--- src/rtl/adc_out_fmt.sv ---
module adc_out_fmt #(
  parameter int W       = 8,
  parameter int LATENCY = 2,
  parameter int TICKS   = 8
) (
  input  logic         clk,
  input  logic         rst,
  input  logic [W-1:0] raw_code,
  input  logic         raw_ovr,
  input  logic         raw_unr,
  input  logic         sel_twos,
  input  logic         ce_n,
  input  logic         sel_full_rate,
  input  logic [1:0]   sel_dly,
  output logic [W-1:0] data_out,
  output logic         in_range,
  output logic         data_oe,
  output logic         cap_strobe,
  output logic         strobe_oe
);

  localparam int PW   = $clog2(TICKS);
  localparam int HALF = TICKS / 2;
  localparam int SW   = W + 2;
  localparam logic [W-1:0]  MID  = {1'b0, {(W-1){1'b1}}};
  localparam logic [W-1:0]  MSB  = {1'b1, {(W-1){1'b0}}};
  localparam logic [SW-1:0] IDLE = {MID, 2'b00};

  // two-flop synchronisers for the static selects
  logic [4:0] sy_a, sy_b;
  always_ff @(posedge clk) begin
    sy_a <= {sel_dly, sel_full_rate, ce_n, sel_twos};
    sy_b <= sy_a;
  end

  logic       twos_s, cen_s, full_s;
  logic [1:0] dly_s;
  assign twos_s = sy_b[0];
  assign cen_s  = sy_b[1];
  assign full_s = sy_b[2];
  assign dly_s  = sy_b[4:3];

  // sample phase and half-rate divider
  logic [PW-1:0] ph;
  logic          half;
  logic          smp;
  assign smp = (ph == PW'(TICKS - 1));

  always_ff @(posedge clk) begin
    if (rst) begin
      ph   <= '0;
      half <= 1'b0;
    end else begin
      ph <= smp ? '0 : ph + 1'b1;
      if (smp) half <= ~half;
    end
  end

  // sample pipeline: {code, ovr, unr}
  logic [SW-1:0] stg [LATENCY];

  for (genvar i = 0; i < LATENCY; i++) begin : g_stage
    if (i == 0) begin : g_cap
      always_ff @(posedge clk) begin
        if (rst)      stg[0] <= IDLE;
        else if (smp) stg[0] <= {raw_code, raw_ovr, raw_unr};
      end
    end else begin : g_shift
      always_ff @(posedge clk) begin
        if (rst)      stg[i] <= IDLE;
        else if (smp) stg[i] <= stg[i-1];
      end
    end
  end

  logic [W-1:0] last_code, bin_nx, bin_q;
  logic         last_ovr, last_unr, ir_q;
  assign {last_code, last_ovr, last_unr} = stg[LATENCY-1];
  assign bin_nx = last_ovr ? '1 : (last_unr ? '0 : last_code);

  always_ff @(posedge clk) begin
    if (rst) begin
      bin_q <= MID;
      ir_q  <= 1'b1;
    end else if (smp) begin
      bin_q <= bin_nx;
      ir_q  <= ~(last_ovr | last_unr);
    end
  end

  assign data_out = twos_s ? (bin_q ^ MSB) : bin_q;
  assign in_range = ir_q;
  assign data_oe  = ~cen_s;

  // capture strobe window
  logic [PW+1:0] pos, d_lo, win;
  logic          stb_on;
  always_comb begin
    pos    = (PW+2)'(ph) + ((!full_s && half) ? (PW+2)'(TICKS) : '0);
    d_lo   = (PW+2)'(dly_s);
    win    = full_s ? (PW+2)'(HALF) : (PW+2)'(TICKS);
    stb_on = (pos >= d_lo) && (pos < d_lo + win);
  end

  assign strobe_oe  = ~cen_s && (dly_s != 2'b00);
  assign cap_strobe = strobe_oe && stb_on;

endmodule

--- config.mk ---
export PLATFORM = sky130hd
export DESIGN_NAME = adc_out_fmt
export DESIGN_NICKNAME = d
export VERILOG_FILES = /design/src/rtl/adc_out_fmt.sv
export SDC_FILE = /design/constraint.sdc
export NUM_CORES = 1
export LEC_CHECK = 0
export BUFFER_PORTS_ARGS = -buffer_cell sky130_fd_sc_hd__buf_4
export CAP_MARGIN = 20
export CORE_ASPECT_RATIO = 1.2
export CORE_MARGIN = 2
export CORE_UTILIZATION = 45
export CTS_BUF_LIST = sky130_fd_sc_hd__clkbuf_4
export CTS_CLUSTER_DIAMETER = 60
export DETAILED_ROUTE_END_ITERATION = 8
export GPL_TIMING_DRIVEN = 0
export PLACE_DENSITY = 0.67
export SYNTH_ARGS = -nofsm -noshare
export SYNTH_HDL_FRONTEND = slang
export SYNTH_SLANG_ARGS = --single-unit
--- constraint.sdc ---
create_clock -name clk -period 4.63 [get_ports clk]
set_input_delay 0.6945 -clock clk [delete_from_list [all_inputs] [get_ports clk]]
set_output_delay 0.6945 -clock clk [all_outputs]
set_load 0.03 [all_outputs]
== Word-level counts from Yosys, hierarchy flattened ==
Memory sizes are Yosys's and may differ from the RTL's.
Index checks and enable logic that the tools add are counted.
Word-level totals
  logic and storage cells: 39
  latch bits: 0
  register bits: 23
  RAM bits: 20
  memories kept: 1
  ROM bits: 0
Memory list
  stg: words 2, bits a word 10, rd ports 2, clocked after memory_dff 0, wr ports 2, RTL line 60  | logic [SW-1:0] stg [LATENCY];
Operators by class
  shift operators: 0
  multiplexer cells: 12
  multipliers: 0
  order comparisons: 2
  div/mod/pow operators: 0
  add/sub/neg operators: 3
  reduce and logical (&&, ||, !) cells: 7
  bitwise operators: 7
  equal/unequal tests: 1
Operators with widths (count)
  8-bit 2-to-1 mux: 3
  10-bit 2-to-1 mux: 2
  4-bit 2-to-1 mux: 2
  2-bit by 4-bit adder with 5-bit output: 1
  3-bit by 4-bit adder with 5-bit output: 1
  5-bit by 2-bit >= comparator with 1-bit output: 1
  5-bit less-than comparator: 1
  1-bit 2-to-1 mux: 5
  1-bit logical AND: 4
  1-bit NOT: 4
  3-bit by 1-bit adder with 3-bit output (second input constant): 1
  3-bit == test (second input constant): 1
  1-bit OR: 3
  2-bit nonzero test: 1
  2-bit OR reduction: 1
  1-bit zero test: 1

== Depth between registers and ports, before layout ==
  word-level depth: 7
  depth in mapped cells: 6

== Least setup slack after synthesis ==
Ideal clock, no wire load.
  kind: reg2out
  start point: reg sy_b[2]
  end point: out cap_strobe
  data required time: 3.936 ns
  cell stages (with the launch flop): 6
  buffers on the path: 0
  arrival time: 2.317 ns
  setup slack: 1.619 ns
  cells stage by stage: dfxtp_1 -> inv_1 -> ha_1 -> o22ai_1 -> a21oi_1 -> a2111oi_0
Between the ends
  word-level cells in the longest chain between the ends: 7
  elaborated cells on any way between the ends: 10
  classes of those cells: 2 x add/sub; 2 x order compare; 2 x mux; 4 x reduce/logical
RTL lines
  start: declaration: RTL line 30  | logic [4:0] sy_a, sy_b;
  start signal: assignment: RTL line 33  | sy_b <= sy_a;
  1-bit zero test: RTL line 99  | pos = (PW+2)'(ph) + ((!full_s && half) ? (PW+2)'(TICKS) : '0);
  1-bit logical AND: RTL line 99
  4-bit 2-to-1 mux: RTL line 99
  3-bit by 4-bit adder with 5-bit output: RTL line 99
  5-bit by 2-bit >= comparator with 1-bit output or 5-bit less-than comparator (tied branches): RTL line 102  | stb_on = (pos >= d_lo) && (pos < d_lo + win);
  1-bit logical AND *: RTL line 102
  1-bit logical AND *: RTL line 106  | assign cap_strobe = strobe_oe && stb_on;
  end: declaration: RTL line 18  | output logic cap_strobe,
Every way passes the cells marked *; elsewhere a longest branch is shown, timed or not.

== Worst setup path after layout ==
Ends and elaborated chain as after synthesis.

==> summary.txt <==
Die
  • IO Count: 29
  • Cell row count: 23
  • Die W: 58.8 um
  • Effective utilization at floorplan: 47.8%
  • Die area: 0.00410 sq mm
  • Die Y: 69.8 um
  • Core region area: 0.00340 sq mm

Clocking
  • Clock buffer count from CTS: 5
  • Worst-Skew Late Latency: 0.35 ns
  • Setup bufs post-CTS: 0
  • Post-CTS Resized: 0
  • Clock slew at reported path FFs: 0.11 ns
  • Root buf cell: clkbuf_4
  • CTS Sinks: 43
  • # H-tree levels: 2
  • CTS tree: yes
  • Maximum clock path buffer count: 2
  • Post-CTS Hold Buffers: 0

Timing
  • Min Tclk post-route: 2.60 ns
  • Final Skew: 0.00639 ns
  • Worst setup margin: 2.03 ns
  • Max frequency: 385 MHz
  • Final Slew Violations: 0
  • Sum of negative setup slack: 0 ns
  • RSZ-0062 raised after global routing: no
  • # setup viols final: 0
  • Fin. Hold Viols: 0
  • Slew HR: 66.9%
  • Final period util: 56.1%
  • Final hold slack: 0.338 ns
  • Slew at the pin closest to its max-slew limit: 0.485 ns

Final layout
  • Most frequent cells in the layout: buf_4, dfxtp_1, edfxtp_1
  • Design area: 0.00198 sq mm
  • Footprint of the multi-input gates: 443 sq um
  • Filler cells: 291
  • Post-layout util: 58.4%
  • ANT cells: 0
  • Layout cell share with drive strength beyond 1: 29.0%
  • Flip-flop and latch area: 0.00106 sq mm
  • Post-Layout Cell Count: 206
  • Most common cell after layout, fill and taps aside: buf_4
  • Net count, final: 190
  • Synthesis-to-finish area growth: 22.3%

Placement
  • Count of input and output buffers: 28
  • Placed cells: 198
  • Placer Congestion: 0.662
  • DP HPWL: 1740 um
  • Setup WS pre-CTS: 2.36 ns
  • Area after DPL: 0.00188 sq mm

Run status
  • Status: finished, violations left
  • Violated checks: DRC

Route
  • DR vias: 1,015
  • Initial DRC count: 24
  • Total wire length: 2350 um
  • Post-route DRC: 2
  • Routed wire length per instance: 11.4 um
  • First-pass iteration count of the detailed router: 6
  • Post-DRT Antenna Nets: 0
  • Drt via density: 4.93

Logic synthesis
  • Syn_area_per_cell: 12.2 sq um
  • Mapped Area: 0.00162 sq mm
  • Yosys Warn Count: 0
  • Seq/Total Area, Yosys: 65.4%
  • Yosys reg bits: 43
  • EDFF count, synth: 20
  • Cells after Synth: 133
  • Mapped Nets: 155
  • Primary FF master, synth: dfxtp_1
  • Yosys cell types: 24
  • Post-synthesis async set-or-reset flop share: 0%

Global routing
  • Largest net degree at the start of global routing: 24
  • GRT Resource Usage Total: 12.9%
  • First-pass GRT wire length: 3930 um
  • Total congestion overflow: 0
  • Vias in the first global route: 900
  • Initial antenna violation count: 0

Critical path
  • Setup crit start kind: flop
  • Max FO, Critical Path: 2
  • Buf/Inv on CP: 2
  • Worst path max stage delay: 0.40 ns
  • CP Launch Point: sy_b[2]
  • Origin of the critical flop-to-flop path: ph[0]
  • Critical path arrival: 1.90 ns
  • CP required: 3.94 ns
  • Critical path start-end classification: flop to output pin
  • CP endpoint kind: output pin
  • Top delay family on crit path: compound AO/OA/AOI/OAI gates
  • Critical Path, Cell by Cell: inv_1 -> ha_1 -> o22ai_1 -> a21oi_1 -> a2111oi_0 -> buf_4
  • CP max-delay cell: a2111oi_0

Power
  • Max VDD drop: 0.209 mV
  • Leakage: 0.792 nW
  • Final total power: 745 uW
  • Pwr/cell area: 375 mW/mm^2

Job
  • Max_cap viols: 0

Min path
  • Hold crit path type: flop to flop
  • Hold wc startpoint: sy_a[3]
==> flip-flops by register name, indices dropped and copies added (netlist names) <==
name,cells
in_range,1
ph,3
sy_b,5
stg,20
sy_a,5
half,1
bin_q,8
==> path summary, 6_finish.rpt <==
| kind | end | slack, ns | depth (start not counted) |
|---|---|---|---|
| min reg2reg | sy_b[3] | 0.34 | 0 |
| max | cap_strobe | 2.03 | 6 |
| min | sy_b[3] | 0.34 | 0 |
| max reg2reg | stg[0][8] | 3.06 | 3 |
==> routing by layer <==
layer / track usage (%) / wire, um / up-vias
met4: 8.33 / 64 / 0
li1: - / - / 526
met2: 20.5 / 1210 / 25
met1: 14.0 / 949 / 457
met5: 0 / 0 / -
met3: 5.04 / 123 / 7
==> cell families (layout without fill, tap and decap cells) <==
kind of cell / count (synthesis) / after routing / share of synthesized area (%)
xor gates and xnor gates: 2 / 2 / 1.08
and+or+nand+nor: 38 / 38 / 12.3
AOI/OAI and AO/OA: 23 / 23 / 10.0
DFF: 43 / 43 / 65.4
buffers and inverters: 22 / 58 / 7.32
adders and majority gates: 5 / 5 / 3.86
==> where the power goes <==
group	switching (mW)	leakage (nW)	total (mW)	internal (mW)
logic	0.0243	0.389	0.0453	0.0210
clock network	0.115	0.0559	0.290	0.174
registers	0.00412	0.347	0.410	0.406
total	0.144	0.792	0.745	0.601
==> cell usage after synthesis, types with 2 or more instances <==
master    count  area [sq um]
dfxtp_1      23           460
edfxtp_1     20           601
buf_2         2          10.0
o21bai_1      7          52.6
nor2_1       15          56.3
or3_1        14          87.6
ha_1          5          62.6
a21oi_1       3          15.0
inv_1         8          30.0
clkbuf_1      3          11.3
and2_1        6          37.5
a211oi_1      9          67.6
buf_4         7          52.6
==> final cells by class <==
class                      count  share of cell area [%]
buffer                        13                    4.29
clock buffer                   6                    2.27
clock inverter                 2                    3.03
inverter                       9                    1.70
multi-input combinational     68                    22.3
sequential                    43                    53.5
tap                           37                    2.33
timing repair buffer          28                    10.6
Note: power is estimated with default switching activity, not from simulation.
